File: src/rtl/rss_pkg.sv
package rss_pkg;
  typedef enum logic [1:0] {
    PH_IDLE = 2'd0,
    PH_CONV = 2'd1,
    PH_READ = 2'd2
  } phase_e;
endpackage

File: src/rtl/rss_conv_ctrl.sv
module rss_conv_ctrl
  import rss_pkg::*;
(
  input  logic   clk_i,
  input  logic   rst_ni,
  input  logic   cmd_valid_i,
  input  logic   cmd_bad_i,
  input  logic   rd_addr_i,
  input  logic   stop_i,
  input  logic   hs_mode_i,
  input  logic   core_done_i,
  output phase_e phase_o,
  output logic   core_start_o,
  output logic   core_pwr_o,
  output logic   clear_o,
  output logic   push_o
);
  phase_e phase_q, phase_d;
  logic   busy_q, busy_d;
  logic   hs_taken_q, hs_taken_d;
  logic   go_conv;

  // priority: bad command > stop > read-address > command
  always_comb begin
    phase_d = phase_q;
    go_conv = 1'b0;
    if (cmd_bad_i) begin
      phase_d = PH_IDLE;
    end else if (stop_i) begin
      phase_d = PH_IDLE;
    end else begin
      unique case (phase_q)
        PH_IDLE: go_conv = cmd_valid_i;
        PH_CONV: if (rd_addr_i) phase_d = PH_READ;
        PH_READ: go_conv = cmd_valid_i;
        default: phase_d = PH_IDLE;
      endcase
      if (go_conv) phase_d = PH_CONV;
    end
  end

  assign core_pwr_o   = (phase_q == PH_CONV);
  assign core_start_o = core_pwr_o && !busy_q && !(hs_mode_i && hs_taken_q);
  assign push_o       = core_pwr_o && busy_q && core_done_i;
  assign clear_o      = cmd_bad_i || go_conv;
  assign phase_o      = phase_q;

  always_comb begin
    busy_d = busy_q;
    if (phase_d != PH_CONV || go_conv) busy_d = 1'b0;
    else if (core_start_o)             busy_d = 1'b1;
    else if (core_done_i)              busy_d = 1'b0;
  end

  always_comb begin
    hs_taken_d = hs_taken_q;
    if (go_conv)                 hs_taken_d = 1'b0;
    else if (push_o && hs_mode_i) hs_taken_d = 1'b1;
  end

  always_ff @(posedge clk_i or negedge rst_ni) begin
    if (!rst_ni) begin
      phase_q    <= PH_IDLE;
      busy_q     <= 1'b0;
      hs_taken_q <= 1'b0;
    end else begin
      phase_q    <= phase_d;
      busy_q     <= busy_d;
      hs_taken_q <= hs_taken_d;
    end
  end
endmodule

File: src/rtl/rss_lifo.sv
module rss_lifo #(
  parameter int DATA_W = 12,
  parameter int DEPTH  = 4,
  localparam int CNT_W = $clog2(DEPTH + 1),
  localparam int PTR_W = (DEPTH > 1) ? $clog2(DEPTH) : 1
) (
  input  logic              clk_i,
  input  logic              rst_ni,
  input  logic              clear_i,
  input  logic              push_i,
  input  logic [DATA_W-1:0] push_data_i,
  input  logic              pop_i,
  output logic [DATA_W-1:0] rd_data_o,
  output logic              rd_valid_o,
  output logic              underflow_o,
  output logic [CNT_W-1:0]  cnt_o
);
  localparam logic [CNT_W-1:0] FULL = CNT_W'(DEPTH);
  localparam logic [PTR_W-1:0] LAST = PTR_W'(DEPTH - 1);

  logic [DATA_W-1:0] mem_q [DEPTH];
  logic [CNT_W-1:0]  cnt_q;
  logic [PTR_W-1:0]  wr_idx, top_idx;

  assign wr_idx  = PTR_W'(cnt_q);
  assign top_idx = PTR_W'(cnt_q - 1'b1);

  always_ff @(posedge clk_i or negedge rst_ni) begin
    if (!rst_ni) begin
      for (int i = 0; i < DEPTH; i++) mem_q[i] <= '0;
      cnt_q       <= '0;
      rd_data_o   <= '0;
      rd_valid_o  <= 1'b0;
      underflow_o <= 1'b0;
    end else begin
      rd_valid_o <= 1'b0;
      if (clear_i) begin
        cnt_q <= '0;
      end else if (push_i) begin
        // when full, the newest result replaces the top entry
        if (cnt_q < FULL) begin
          mem_q[wr_idx] <= push_data_i;
          cnt_q         <= cnt_q + 1'b1;
        end else begin
          mem_q[LAST] <= push_data_i;
        end
      end else if (pop_i) begin
        rd_valid_o <= 1'b1;
        if (cnt_q != '0) begin
          rd_data_o   <= mem_q[top_idx];
          underflow_o <= 1'b0;
          cnt_q       <= cnt_q - 1'b1;
        end else begin
          rd_data_o   <= '0;
          underflow_o <= 1'b1;
        end
      end
    end
  end

  assign cnt_o = cnt_q;
endmodule

File: src/rtl/result_stack_seq.sv
module result_stack_seq
  import rss_pkg::*;
#(
  parameter int DATA_W = 12,
  parameter int DEPTH  = 4,
  localparam int CNT_W = $clog2(DEPTH + 1)
) (
  input  logic              clk_i,
  input  logic              rst_ni,
  input  logic              cmd_valid_i,
  input  logic              cmd_bad_i,
  input  logic              rd_addr_i,
  input  logic              stop_i,
  input  logic              hs_mode_i,
  input  logic              pop_i,
  input  logic              core_done_i,
  input  logic [DATA_W-1:0] core_data_i,
  output logic              core_start_o,
  output logic              core_pwr_o,
  output logic [DATA_W-1:0] word_o,
  output logic              word_valid_o,
  output logic              underflow_o,
  output logic              ready_o,
  output logic [CNT_W-1:0]  count_o
);
  phase_e phase;
  logic   clear, push, rd_phase;

  rss_conv_ctrl u_ctrl (
    .clk_i       (clk_i),
    .rst_ni      (rst_ni),
    .cmd_valid_i (cmd_valid_i),
    .cmd_bad_i   (cmd_bad_i),
    .rd_addr_i   (rd_addr_i),
    .stop_i      (stop_i),
    .hs_mode_i   (hs_mode_i),
    .core_done_i (core_done_i),
    .phase_o     (phase),
    .core_start_o(core_start_o),
    .core_pwr_o  (core_pwr_o),
    .clear_o     (clear),
    .push_o      (push)
  );

  assign rd_phase = (phase == PH_READ);

  rss_lifo #(.DATA_W(DATA_W), .DEPTH(DEPTH)) u_lifo (
    .clk_i      (clk_i),
    .rst_ni     (rst_ni),
    .clear_i    (clear),
    .push_i     (push),
    .push_data_i(core_data_i),
    .pop_i      (pop_i && rd_phase),
    .rd_data_o  (word_o),
    .rd_valid_o (word_valid_o),
    .underflow_o(underflow_o),
    .cnt_o      (count_o)
  );

  assign ready_o = (count_o != '0);
endmodule

File: config.mk
export PLATFORM = sky130hd
export DESIGN_NAME = result_stack_seq
export DESIGN_NICKNAME = d
export VERILOG_FILES = /design/src/rtl/rss_pkg.sv /design/src/rtl/rss_conv_ctrl.sv /design/src/rtl/rss_lifo.sv /design/src/rtl/result_stack_seq.sv
export SDC_FILE = /design/constraint.sdc
export NUM_CORES = 1
export LEC_CHECK = 0
export BUFFER_PORTS_ARGS = -buffer_cell sky130_fd_sc_hd__buf_2
export CORE_MARGIN = 10
export CORE_UTILIZATION = 40
export CTS_BUF_LIST = sky130_fd_sc_hd__clkbuf_8
export DETAILED_ROUTE_END_ITERATION = 8
export GPL_ROUTABILITY_DRIVEN = 0
export PLACE_DENSITY = 0.57
export SLEW_MARGIN = 15
export SYNTH_ARGS = -nofsm -noshare
export SYNTH_HDL_FRONTEND = slang
export SYNTH_HIERARCHICAL = 1
export SYNTH_SLANG_ARGS = --single-unit
File: constraint.sdc
create_clock -name clk_i -period 5 [get_ports clk_i]
set_clock_uncertainty 0.05 [all_clocks]
set_input_delay 0.5 -clock clk_i [delete_from_list [all_inputs] [get_ports clk_i]]
set_output_delay 0.5 -clock clk_i [all_outputs]
set_load 0.005 [all_outputs]
After elaboration in Yosys (flattened, before gate mapping)
Index checks and enable logic that the tools add are counted.

operators by class
  bitwise logic cells = 4
  reductions and logical operators = 23
  order comparisons = 4
  equal/unequal tests = 4
  add/subtract/negate cells = 2
  multiplexer cells = 32

operators with widths
  cell                                                                  number
  12-bit 2-to-1 mux                                                     5
  48-bit bitwise mux                                                    1
  12-bit binary-select mux with 2-bit select                            1
  12-bit demux with 2-bit select                                        1
  3-bit 2-to-1 mux                                                      5
  1-bit 2-to-1 mux                                                      14
  3-bit nonzero test                                                    4
  3-bit AND reduction                                                   3
  1-bit logical AND                                                     8
  2-bit 2-to-1 mux                                                      4
  3-bit >= comparator, second input constant                            2
  2-bit inverter with 3-bit output                                      2
  2-bit case mux with 2 select lines                                    1
  3-bit by 1-bit adder with 3-bit output, second input constant         1
  3-bit by 1-bit < comparator with 1-bit output, second input constant  1
  3-bit < comparator, second input constant                             1
  3-bit by 2-bit != test with 1-bit output, second input constant       1
  3-bit by 1-bit subtractor with 3-bit output, second input constant    1
  2-bit by 1-bit == test with 1-bit output, second input constant       1
  2-bit == test, second input constant                                  1
  1-bit logical NOT                                                     2
  2-bit logical NOT                                                     1
  1-bit logical OR                                                      2
  2-bit by 1-bit != test with 1-bit output, second input constant       1
  other kinds (4)                                                       5

word-level totals
  input port bits = 21
  flip-flop bits (word level) = 69
  logic and storage cells = 80

Longest topological paths before layout
Gate-level depths: netlist of the first run.

  word-level depth = 11
  gate-level depth with buffers = 8
  depth with buffers taken out = 6

Modules after synthesis
Netlist of the first run, hierarchy kept.

by module, submodules not included
  module            area an instance (um^2)  cells an instance  instances
  rss_lifo          3019.1                   206                1
  rss_conv_ctrl     227.7                    23                 1
  result_stack_seq  15.0                     2                  1

Worst setup path after synthesis of the first run
OpenSTA, ideal clock, no wires.

  kind = reg-to-reg
  from = register u_lifo.cnt_q[0] (netlist: u_lifo/cnt_o[0])
  to = register u_lifo.rd_data_o[0]
  setup slack = 2898 ps
  required time = 4829 ps
  stages on the path, launching flop included = 8
  path buffers = 3
  setup time = 121 ps
  arrival = 1931 ps
  cell sequence = dfrtp_1 -> buf_6 -> buf_6 -> inv_1 -> ha_1 -> clkbuf_1 -> mux4_1 -> a22o_2

between the ends
  cells in the longest elaborated chain, start to end = 6
  elaborated cells between the ends (all ways) = 7
  classes of those cells = add/sub (1); mux (4); bitwise (1); reduce/logical (1)

ends and longest elaborated chain
  item                                                    line            text
  start: declaration                                      rss_lifo.sv:22  logic [CNT_W-1:0] cnt_q;
  start signal: assignment                                rss_lifo.sv:43  cnt_q <= cnt_q + 1'b1;
  start signal: assignment                                rss_lifo.sv:52  cnt_q <= cnt_q - 1'b1;
  3-bit by 1-bit subtractor with 3-bit output             n/a
  2-bit inverter with 3-bit output (implied by the code)  rss_lifo.sv:50  rd_data_o <= mem_q[top_idx];
  12-bit binary-select mux with 2-bit select              rss_lifo.sv:50
  12-bit 2-to-1 mux (implied by the code) (2 in series)   rss_lifo.sv:50
  12-bit 2-to-1 mux (*)                                   rss_lifo.sv:49  if (cnt_q != '0) begin
  end signal: assignment                                  rss_lifo.sv:50
  end: declaration                                        rss_lifo.sv:13  output logic [DATA_W-1:0] rd_data_o,

Every way passes the cells marked *; elsewhere a longest branch is shown, timed or not. The select of a mux whose other input is x is not followed.
A chain may end at the register's enable or synchronous reset.

Final worst setup path of the first run
  from = register u_lifo.cnt_q[0] (netlist: u_lifo/cnt_o[0])
  to = register u_lifo.rd_data_o[3]

The elaborated chain is that of the path after synthesis.

==> flow_metrics.tcl, run 1 <==
set metrics [dict create \
    outcome "finished, final reports clean" \
    cts.sinks 69 \
    ir_drop_mv 0.1103 \
    slowest_delay_ns 0.92 \
    yosys_warnings 6 \
    pwr_density_cell_nw_per_um2 325.5 \
    grt_pass1_vias 2044 \
    syn2layout_area_growth_pct 13.92 \
    leakagePower_nw 1.864 \
    min_path_type "input port to flop" \
    htree_levels 3 \
    grt_pass1_wl_um 11170 \
    ctsResizeCount 0 \
    fin_crit_sh 0.5281 \
    worst_slew_pin_slew_ns 0.8853 \
    cpLargestDelayFamily "flip-flops" \
    cp_cell_sequence "inv_1 > ha_1 > mux4_1 > a22o_2" \
    grt_overflow_total 0 \
    hold_violations 0 \
    vias_per_cell 5.236 \
    syn_avg_cell_area_um2 14.12 \
    dpl_cell_area_um2 3482 \
    final_cell_area_um2 3716 \
    max_freq_ghz 0.3787 \
    syn_inst 231 \
    grt_antenna_before_repair 0 \
    cpMaxStageDelayCell "dfrtp_1" \
    maxSlewViolCount 0 \
    final_layout_size_suffix_gt1_frac 0.4145 \
    drtIter0Drc 50 \
    initial_core_util 0.4157 \
    clk_latency_ns 0.35 \
    rows 32 \
    syn-num-nets 258 \
    synthDistinctLibCells 37 \
    post_cts_buffers 0 \
    drt-total-wl_um 6738 \
    start_kind "flop" \
    min_period_ns 2.641 \
    finalSetupTns_ns 0 \
    io_pins 41 \
    relSlewSlack 0.4098 \
    ys_ff_latch 69 \
    clock_path_buffers 2 \
    cp-end-kind "flop" \
    cp.buffers_inverters 1 \
    dp_hpwl_um 4410 \
    rsz0062_at_grt "false" \
    diodes 0 \
    drv_cap 0 \
    die_h_um 110.3 \
    setup-violations-final 0 \
    hold_buffers 0 \
    crit_required_ns 5.18 \
    yosysSeqAreaShare 0.5293 \
    die_width_um 110.3 \
    cts_root_buf "clkbuf_8" \
    port_buffers 40 \
    cts_made_buffers 9 \
    worstSetupPathType "flop to flop" \
    wl_per_cell_um 17.87 \
    grt_usage 0.1208 \
    design_power_total_mw 1.210 \
    synth_area_um2 3262 \
    core_area_um2 7848 \
    cts_tree "done" \
    fin_nets 297 \
    dr.pass1.iters 4 \
    crit_path_max_fanout 19 \
    grt_start_max_net_pins 70 \
    dieArea_um2 12170 \
    num_vias 1974 \
    clk_pin_slew_ns 0.07 \
    arrival_ns 2.82 \
    drc 0 \
    fin_worst_hold_slack_ns 0.3018 \
    drt.antenna.violating_nets 0 \
]
[Yosys cell counts]
| cell type | instances | share of area |
|---|---|---|
| nand2_1 | 26 | 0.030 |
| ha_1 | 6 | 0.023 |
| and2b_1 | 1 | 0.0023 |
| inv_1 | 8 | 0.0092 |
| nand3b_1 | 1 | 0.0023 |
| nand2b_2 | 1 | 0.0027 |
| xor2_1 | 1 | 0.0027 |
| buf_2 | 2 | 0.0031 |
| or3b_1 | 3 | 0.0081 |
| or2_2 | 2 | 0.0038 |
| nor3b_4 | 2 | 0.012 |
| dfrtp_1 | 69 | 0.53 |
| and3b_1 | 1 | 0.0027 |
| nand2b_1 | 2 | 0.0038 |
| nor4b_1 | 1 | 0.0027 |
| buf_4 | 1 | 0.0023 |
| a21oi_4 | 1 | 0.0050 |
| mux4_1 | 12 | 0.097 |
| clkbuf_1 | 2 | 0.0023 |
| a21o_1 | 1 | 0.0023 |
| a311oi_1 | 1 | 0.0027 |
| nor2_2 | 1 | 0.0019 |
| buf_6 | 8 | 0.028 |
| and4bb_2 | 1 | 0.0038 |
| a221oi_2 | 1 | 0.0046 |
| a22o_1 | 3 | 0.0081 |
| a211oi_1 | 2 | 0.0046 |
| o2111a_1 | 1 | 0.0035 |
| nor2_1 | 5 | 0.0058 |
| nand4b_1 | 1 | 0.0027 |
| nor3b_1 | 2 | 0.0046 |
| a22o_2 | 9 | 0.028 |
| mux2_2 | 38 | 0.13 |
| or3_1 | 1 | 0.0019 |
| o21ai_0 | 12 | 0.018 |
| a211oi_2 | 1 | 0.0038 |
| nor3_1 | 1 | 0.0015 |
[cells in the final DEF, fill, tap and decap left out, drive strengths merged, types with 2 or more instances in the layout]
| cell | instances |
|---|---|
| ha | 6 |
| dfrtp | 69 |
| o21ai | 12 |
| clkbuf | 11 |
| mux2 | 38 |
| a211oi | 3 |
| nand2 | 26 |
| or3b | 3 |
| mux4 | 12 |
| inv | 8 |
| or2 | 2 |
| nor3b | 4 |
| nand2b | 3 |
| nor2 | 6 |
| buf | 41 |
| a22o | 12 |
| bufinv | 2 |
| clkinvlp | 3 |
[metrics by stage]
stage / std cells / utilization / setup WS (ns)
detailed placement: 361 / 0.4437 / 2.327
floorplan: 231 / - / 2.898
finish: 377 / 0.4735 / 2.359
global placement: 361 / 0.4437 / 2.314
global route: 377 / 0.4735 / 2.164
CTS: 377 / 0.4735 / 2.318
[metal layers]
metal / vias up / share of wire / global-route usage
li1: 922 / - / -
met1: 1013 / 0.46 / 0.1587
met4: 0 / 0.023 / 0.06330
met2: 29 / 0.48 / 0.1814
met3: 10 / 0.040 / 0.02844
met5: - / 0 / 0
[sequential cells by signal (all words and copies together), names as in the netlist]
signal              cells
u_lifo/cnt_o            3
u_lifo/rd_valid_o       1
u_ctrl/hs_taken_q       1
u_ctrl/phase_o          2
u_ctrl/busy_q           1
u_lifo/underflow_o      1
u_lifo/rd_data_o       12
u_lifo/mem_q           48
[area by class of cell]
cell class,count,area [um2]
clock inverter,5,82.58
multi-input combinational,141,1390
tap,102,127.6
inverter,8,30.03
timing repair buffer,41,207.7
sequential,69,1727
clock buffer,11,151.4
fill,742,4131
[final timing paths]
check	cells after the start	to	start	slack, ns
setup / recovery	4	u_lifo/rd_data_o[3]	u_lifo/cnt_o[0]	2.36
setup reg to reg	4	u_lifo/rd_data_o[3]	u_lifo/cnt_o[0]	2.36
min in group asynchronous	2	u_lifo/underflow_o	rst_ni	0.32
hold reg to reg	2	u_lifo/mem_q[4]	u_lifo/mem_q[4]	0.43
max in group asynchronous	2	u_lifo/mem_q[46]	rst_ni	4.02
hold / removal	2	u_ctrl/phase_o[1]	cmd_bad_i	0.30
[where the power goes]
group          leakage, nW  internal, mW  total, mW  switching (mW)
logic                0.796        0.0491      0.111          0.0616
registers            0.961         0.564      0.579          0.0155
clock network        0.108         0.308      0.519           0.212
total                 1.86         0.921       1.21           0.289
[worst register-to-register path, cell delays in order, from the launching register on]
cell and delay (ns):
dfrtp_1 0.92, inv_1 0.20, ha_1 0.72, mux4_1 0.39, a22o_2 0.24
[cell families (layout without fill, tap and decap cells)]
| group | count (synthesis) | in the layout | share of synthesized area |
|---|---|---|---|
| muxes | 50 | 50 | 0.2278 |
| DFF | 69 | 69 | 0.5293 |
| buffers and inverters | 21 | 65 | 0.04450 |
| adders and majority gates | 6 | 6 | 0.02301 |
| and+or+nand+nor | 52 | 52 | 0.09206 |
| AOI/OAI and AO/OA | 32 | 32 | 0.08055 |
| xor gates and xnor gates | 1 | 1 | 0.002686 |
(Power assumes the default switching activity.)
==> run 2: changes to the inputs <==
ABC_AREA = 1   (was not set)
PLACE_DENSITY = 0.59   (was 0.57)
clock period = 2.2 ns   (was 5 ns; I/O delays follow)
==> run 2 against run 1 <==
Wire length is 21% higher. Sequential share of layout area is 0.60 points lower. Clock power rose by 71%. Sequential power increased by 130%. Global-route usage up 1.3 points. Synthesized cell count grew 71%. Combinational power grew to 6.3 times the previous value. Worst hold slack lost 0.22 ns. First-iteration DRC count rose to 3.5 times the previous value.
==> flow_metrics.tcl, run 2 <==
set metrics [dict create \
    r2r_setup_slack_ns 0.27 \
    synth_common_cells "142 x nand2_1, 69 x dfrtp_1, 49 x nand3_1" \
    drt.antenna.violating_nets 0 \
    leakagePower_nw 1.960 \
    arrival_ns 2.10 \
    design_power_total_mw 2.930 \
    dpl_cell_area_um2 3588 \
    crit_path_max_fanout 24 \
    r2r_end "u_lifo/mem_q[16]" \
    layout_commonest_cell "nand2_1" \
    grt_pass1_wl_um 13540 \
    hold_depth 3 \
    port_buffers 40 \
    drc 0 \
    synth_top_family_by_area "simple AND/OR/NAND/NOR gates" \
    synth-edff-count 0 \
    dieArea_um2 12370 \
    cts_made_buffers 9 \
    vias_per_cell 4.943 \
    syn_inst 396 \
    worstSetupPathType "flop to flop" \
    yosysMostFrequentCell "nand2_1" \
    hp-start "core_data_i[7]" \
    dr.pass1.iters 5 \
    grt_start_max_net_pins 48 \
    wl_per_cell_um 14.95 \
    drt-total-wl_um 8161 \
    dp_hpwl_um 5599 \
    clk_pin_slew_ns 0.08 \
    outcome "finished, final reports clean" \
    rows 33 \
    drtIter0Drc 177 \
    synth_xor_area_frac 0 \
    dp_cells 530 \
    htree_levels 3 \
    fin_nets 464 \
    start_kind "flop" \
    async_flop_share 1.000 \
    syn_avg_cell_area_um2 8.401 \
    relSlewSlack 0.6317 \
    rsz0062_at_grt "false" \
    cts_tree "done" \
    synthDistinctLibCells 27 \
    stdcell_count 546 \
    synthMuxAreaShare 0 \
    synth_fa_ha_area_frac 0.02256 \
    syn2layout_area_growth_pct 13.16 \
    grt_pass1_vias 2662 \
    grt_overflow_total 0 \
    fin_worst_hold_slack_ns 0.07744 \
    cp-end-kind "flop" \
    layout_common_cells "142 x nand2_1, 69 x dfrtp_1, 49 x nand3_1" \
    final_layout_size_suffix_gt1_frac 0.1882 \
    yosys_warnings 6 \
    crit_required_ns 2.36 \
    grt_antenna_before_repair 0 \
    worst_slew_pin_slew_ns 0.5524 \
    synth_area_um2 3327 \
    ys_ff_latch 69 \
    largest_reg_flops 48 \
    synthFlopType "dfrtp_1" \
    drv_cap 0 \
    hold_violations 0 \
    die_h_um 111.2 \
    setup-violations-final 0 \
    cts.sinks 69 \
    worstRegToRegCells 6 \
    pwr_density_cell_nw_per_um2 778.3 \
    grt_usage 0.1333 \
    num_vias 2699 \
    finalSetupTns_ns 0 \
    synthSimpleGateAreaFrac 0.2956 \
    synth.area.top_cells "dfrtp_1 52%, nand2_1 16%, nand3_1 7.4%" \
    min_to "u_lifo/mem_q[7]" \
    post_cts_buffers 0 \
    yosysSeqAreaShare 0.5190 \
    regMostFlops "u_lifo/mem_q" \
    cts_root_buf "clkbuf_8" \
    die_width_um 111.2 \
    core_area_um2 8175 \
    maxSlewViolCount 0 \
    syn-num-nets 423 \
    min_path_type "input port to flop" \
    initial_core_util 0.4069 \
    clock_path_buffers 2 \
    netlist.area_leader.share 0.5190 \
    fin_crit_sh 0.8784 \
    clk_latency_ns 0.34 \
    synth_top_area_cell "dfrtp_1" \
    io_pins 41 \
    ir_drop_mv 0.2980 \
    min_period_ns 1.932 \
    final_cell_area_um2 3765 \
    reg2reg_from "u_ctrl/phase_o[1]" \
    synth_compound_area_frac 0.08462 \
    max_freq_ghz 0.5175 \
    diodes 0 \
]
[run 2: changes by cell type after synthesis, moves of 4 or more]
cell,before,now
mux2_2,38,0
mux4_1,12,0
buf_2,2,6
a22o_2,9,0
inv_1,8,24
nor2_1,5,9
a21oi_1,0,4
o21ai_1,0,7
nand3_1,0,49
inv_2,0,5
o21ai_0,12,42
nand2_1,26,142
[run 2: cell type report]
type / instances / area, um2
tap: 105 / 131.4
multi-input combinational: 278 / 1340
inverter: 30 / 117.6
timing repair buffer: 49 / 282.8
clock buffer: 10 / 137.6
sequential: 69 / 1727
clock inverter: 5 / 28.78
fill: 826 / 4410
[run 2: where the power goes]
| part | switching, mW | internal (mW) | leakage (nW) |
|---|---|---|---|
| combinational | 0.468 | 0.232 | 0.916 |
| sequential | 0.0375 | 1.31 | 0.959 |
| clock | 0.462 | 0.425 | 0.0853 |
[run 2: stage by stage]
stage | util | setup WS, ns
floorplan | - | 0.3347
global placement | 0.4389 | 0.3259
detailed placement | 0.4389 | 0.2490
CTS | 0.4605 | 0.2488
global route | 0.4605 | 0.07894
finish | 0.4605 | 0.2675
[run 2: how the worst max path moves through the flow]
stage                            from             endpoint
global placement    u_ctrl/phase_o[0]     u_lifo/mem_q[13]
CTS                 u_ctrl/phase_o[1]     u_lifo/mem_q[13]
detailed placement  u_ctrl/phase_o[1]     u_lifo/mem_q[17]
global route        u_ctrl/phase_o[0]     u_lifo/mem_q[13]
floorplan             u_lifo/cnt_o[0]  u_lifo/rd_data_o[2]
finish              u_ctrl/phase_o[1]     u_lifo/mem_q[16]
[run 2: metal layers]
| metal | track usage | up-vias | share of wire |
|---|---|---|---|
| li1 | - | 1348 | - |
| met1 | 0.1854 | 1276 | 0.50 |
| met2 | 0.1958 | 68 | 0.43 |
| met3 | 0.02760 | 7 | 0.050 |
| met4 | 0.05398 | 0 | 0.014 |
| met5 | 0 | - | 0 |
[run 2: kinds of logic (layout without fill, tap and decap cells)]
group / after synthesis / count (layout)
buffers and inverters: 49 / 94
DFF: 69 / 69
and+or+nand+nor: 217 / 217
adders and majority gates: 6 / 6
AOI/OAI and AO/OA: 55 / 55
[run 2: worst max-delay path, stage by stage (launching register included)]
cell and delay [ns]:
dfrtp_1 0.43, nor3_1 0.46, nand2_4 0.24, inv_6 0.14, nand3_4 0.26, nand2_1 0.14, o21ai_0 0.09
[run 2: timing repair]
| action | 4_1_cts | 5_1_grt |
|---|---|---|
| hold buffers | 1 | 0 |
| resized for setup | 0 | 0 |
| endpoints found under the hold margin | 22 | 0 |
==> run 3: changes to the inputs <==
CORE_UTILIZATION = 50   (was 40)
PLACE_DENSITY = 0.71   (was 0.59)
==> run 3 against run 2 <==
Clock-buffer cell count rose by 1. Highest routed layer unchanged. Worst hold slack got worse by 0.019 ns. Critical path type unchanged. Setup slack got worse by 0.033 ns. Critical endpoint is now u_lifo/mem_q[35]. Final cell count fell by 5.5%. Power rose by 10%.
==> flow_metrics.tcl, run 3 (same netlist as run 2, synthesis figures left out) <==
set metrics [dict create \
    min_period_ns 1.966 \
    htree_levels 3 \
    syn2layout_area_growth_pct 13.39 \
    dp_hpwl_um 5144 \
    cp.buffers_inverters 1 \
    grt_pass1_wl_um 13140 \
    io_pins 41 \
    relSlewSlack 0.6398 \
    grt_pass1_vias 2691 \
    setup_ws_ns 0.2343 \
    drt.antenna.violating_nets 0 \
    final_cell_area_um2 3772 \
    dieArea_um2 10320 \
    grt_antenna_before_repair 0 \
    reg2reg_from "u_ctrl/phase_o[1]" \
    drv_cap 0 \
    hold_depth 3 \
    layout_commonest_cell "nand2_1" \
    core_area_um2 6422 \
    setup-violations-final 0 \
    outcome "finished, final reports clean" \
    drt-total-wl_um 7894 \
    die_h_um 101.6 \
    layout_common_cells "142 x nand2_1, 69 x dfrtp_1, 49 x nand3_1" \
    fin_worst_hold_slack_ns 0.05889 \
    leakagePower_nw 1.981 \
    rsz0062_at_grt "false" \
    regMostFlops "u_lifo/mem_q" \
    worstRegToRegCells 5 \
    grt_overflow_total 0 \
    crit_path_max_fanout 24 \
    cts.sinks 69 \
    pwr_density_cell_nw_per_um2 854.3 \
    arrival_ns 2.16 \
    r2r_end "u_lifo/mem_q[35]" \
    wl_per_cell_um 15.30 \
    cp_cell_sequence "nor3_1 > nand2_4 > inv_6 > nand3_4 > o21ai_0" \
    ctsResizeCount 0 \
    fin_nets 462 \
    slowest_delay_ns 0.49 \
    drc 0 \
    rows 29 \
    multi_input_area_um2 1340 \
    dpl_cell_area_um2 3538 \
    n_fill_cell 582 \
    hold_violations 0 \
    hp-start "core_data_i[7]" \
    ir_drop_mv 0.4824 \
    grt_start_max_net_pins 70 \
    port_buffers 40 \
    final_layout_size_suffix_gt1_frac 0.1845 \
    initial_core_util 0.5180 \
    clock_path_buffers 2 \
    crit_required_ns 2.40 \
    cp-end-kind "flop" \
    start_kind "flop" \
    vias_per_cell 5.293 \
    cts_tree "done" \
    max_freq_ghz 0.5087 \
    dr.pass1.iters 5 \
    clk_pin_slew_ns 0.07 \
    drtIter0Drc 225 \
    finalSetupTns_ns 0 \
    cts_made_buffers 9 \
    min_path_type "input port to flop" \
    grt_usage 0.1604 \
    cpMaxStageDelayCell "nor3_1" \
    layout.area.seq_um2 1727 \
    maxSlewViolCount 0 \
    cts_root_buf "clkbuf_8" \
    worst_slew_pin_slew_ns 0.5361 \
    largest_reg_flops 48 \
    min_to "u_lifo/mem_q[7]" \
    diodes 0 \
    worstSetupPathType "flop to flop" \
    cpLargestDelayFamily "simple AND/OR/NAND/NOR gates" \
    fin_crit_sh 0.8935 \
    num_vias 2731 \
    r2r_setup_slack_ns 0.23 \
    clk_latency_ns 0.34 \
    post-place-ws_ns 0.3084 \
    die_width_um 101.6 \
]
## run 3: routing by layer
layer / vias up / wire length, um / global-route usage
li1: 1349 / - / -
met2: 85 / 3433 / 0.2356
met1: 1284 / 3789 / 0.2206
met4: 0 / 124 / 0.06161
met5: - / 0 / 0
met3: 13 / 546 / 0.04221
## run 3: metrics by stage
step	power (mW)	std cells	utilization
detailed placement	2.081	500	0.5509
global placement	2.065	500	0.5509
finish	3.223	516	0.5874
floorplan	1.830	396	-
global route	3.381	516	0.5874
CTS	3.245	516	0.5874
## run 3: cell type report
| type | instances | share of cell area |
|---|---|---|
| Clock buffer | 11 | 0.04013 |
| Clock inverter | 4 | 0.01924 |
| Inverter | 30 | 0.03118 |
| Multi-Input combinational cell | 278 | 0.3552 |
| Sequential cell | 69 | 0.4577 |
| Tap cell | 77 | 0.02554 |
| Timing Repair Buffer | 47 | 0.07098 |
## run 3: worst max-delay path by stage
stage | startpoint | end | slack (ns) | depth (start not counted)
6_report | u_ctrl/phase_o[1] | u_lifo/mem_q[35] | 0.23 | 5
5_1_grt | u_ctrl/phase_o[0] | u_lifo/mem_q[24] | 0.09 | 6
2_1_floorplan | u_lifo/cnt_o[0] | u_lifo/rd_data_o[2] | 0.33 | 8
3_3_place_gp | u_ctrl/phase_o[0] | u_lifo/mem_q[17] | 0.38 | 7
3_5_place_dp | u_ctrl/phase_o[1] | u_lifo/mem_q[16] | 0.31 | 5
4_1_cts | u_ctrl/phase_o[1] | u_lifo/mem_q[14] | 0.23 | 5
## run 3: where the power goes
part,internal [mW],switching (mW),total (mW)
clock,0.692,0.467,1.16
combinational,0.229,0.490,0.719
sequential,1.31,0.0389,1.34
total,2.23,0.996,3.22
## run 3: worst min-delay path, stage by stage
cell	delay [ns]
buf_2	0.09
nand3_1	0.06
nand2_1	0.05
## run 3: timing repair
| action | 4_1_cts | 5_1_grt |
|---|---|---|
| buffers inserted | 0 | 0 |
| endpoints found under the hold margin | 69 | 0 |
| hold buffers | 1 | 0 |
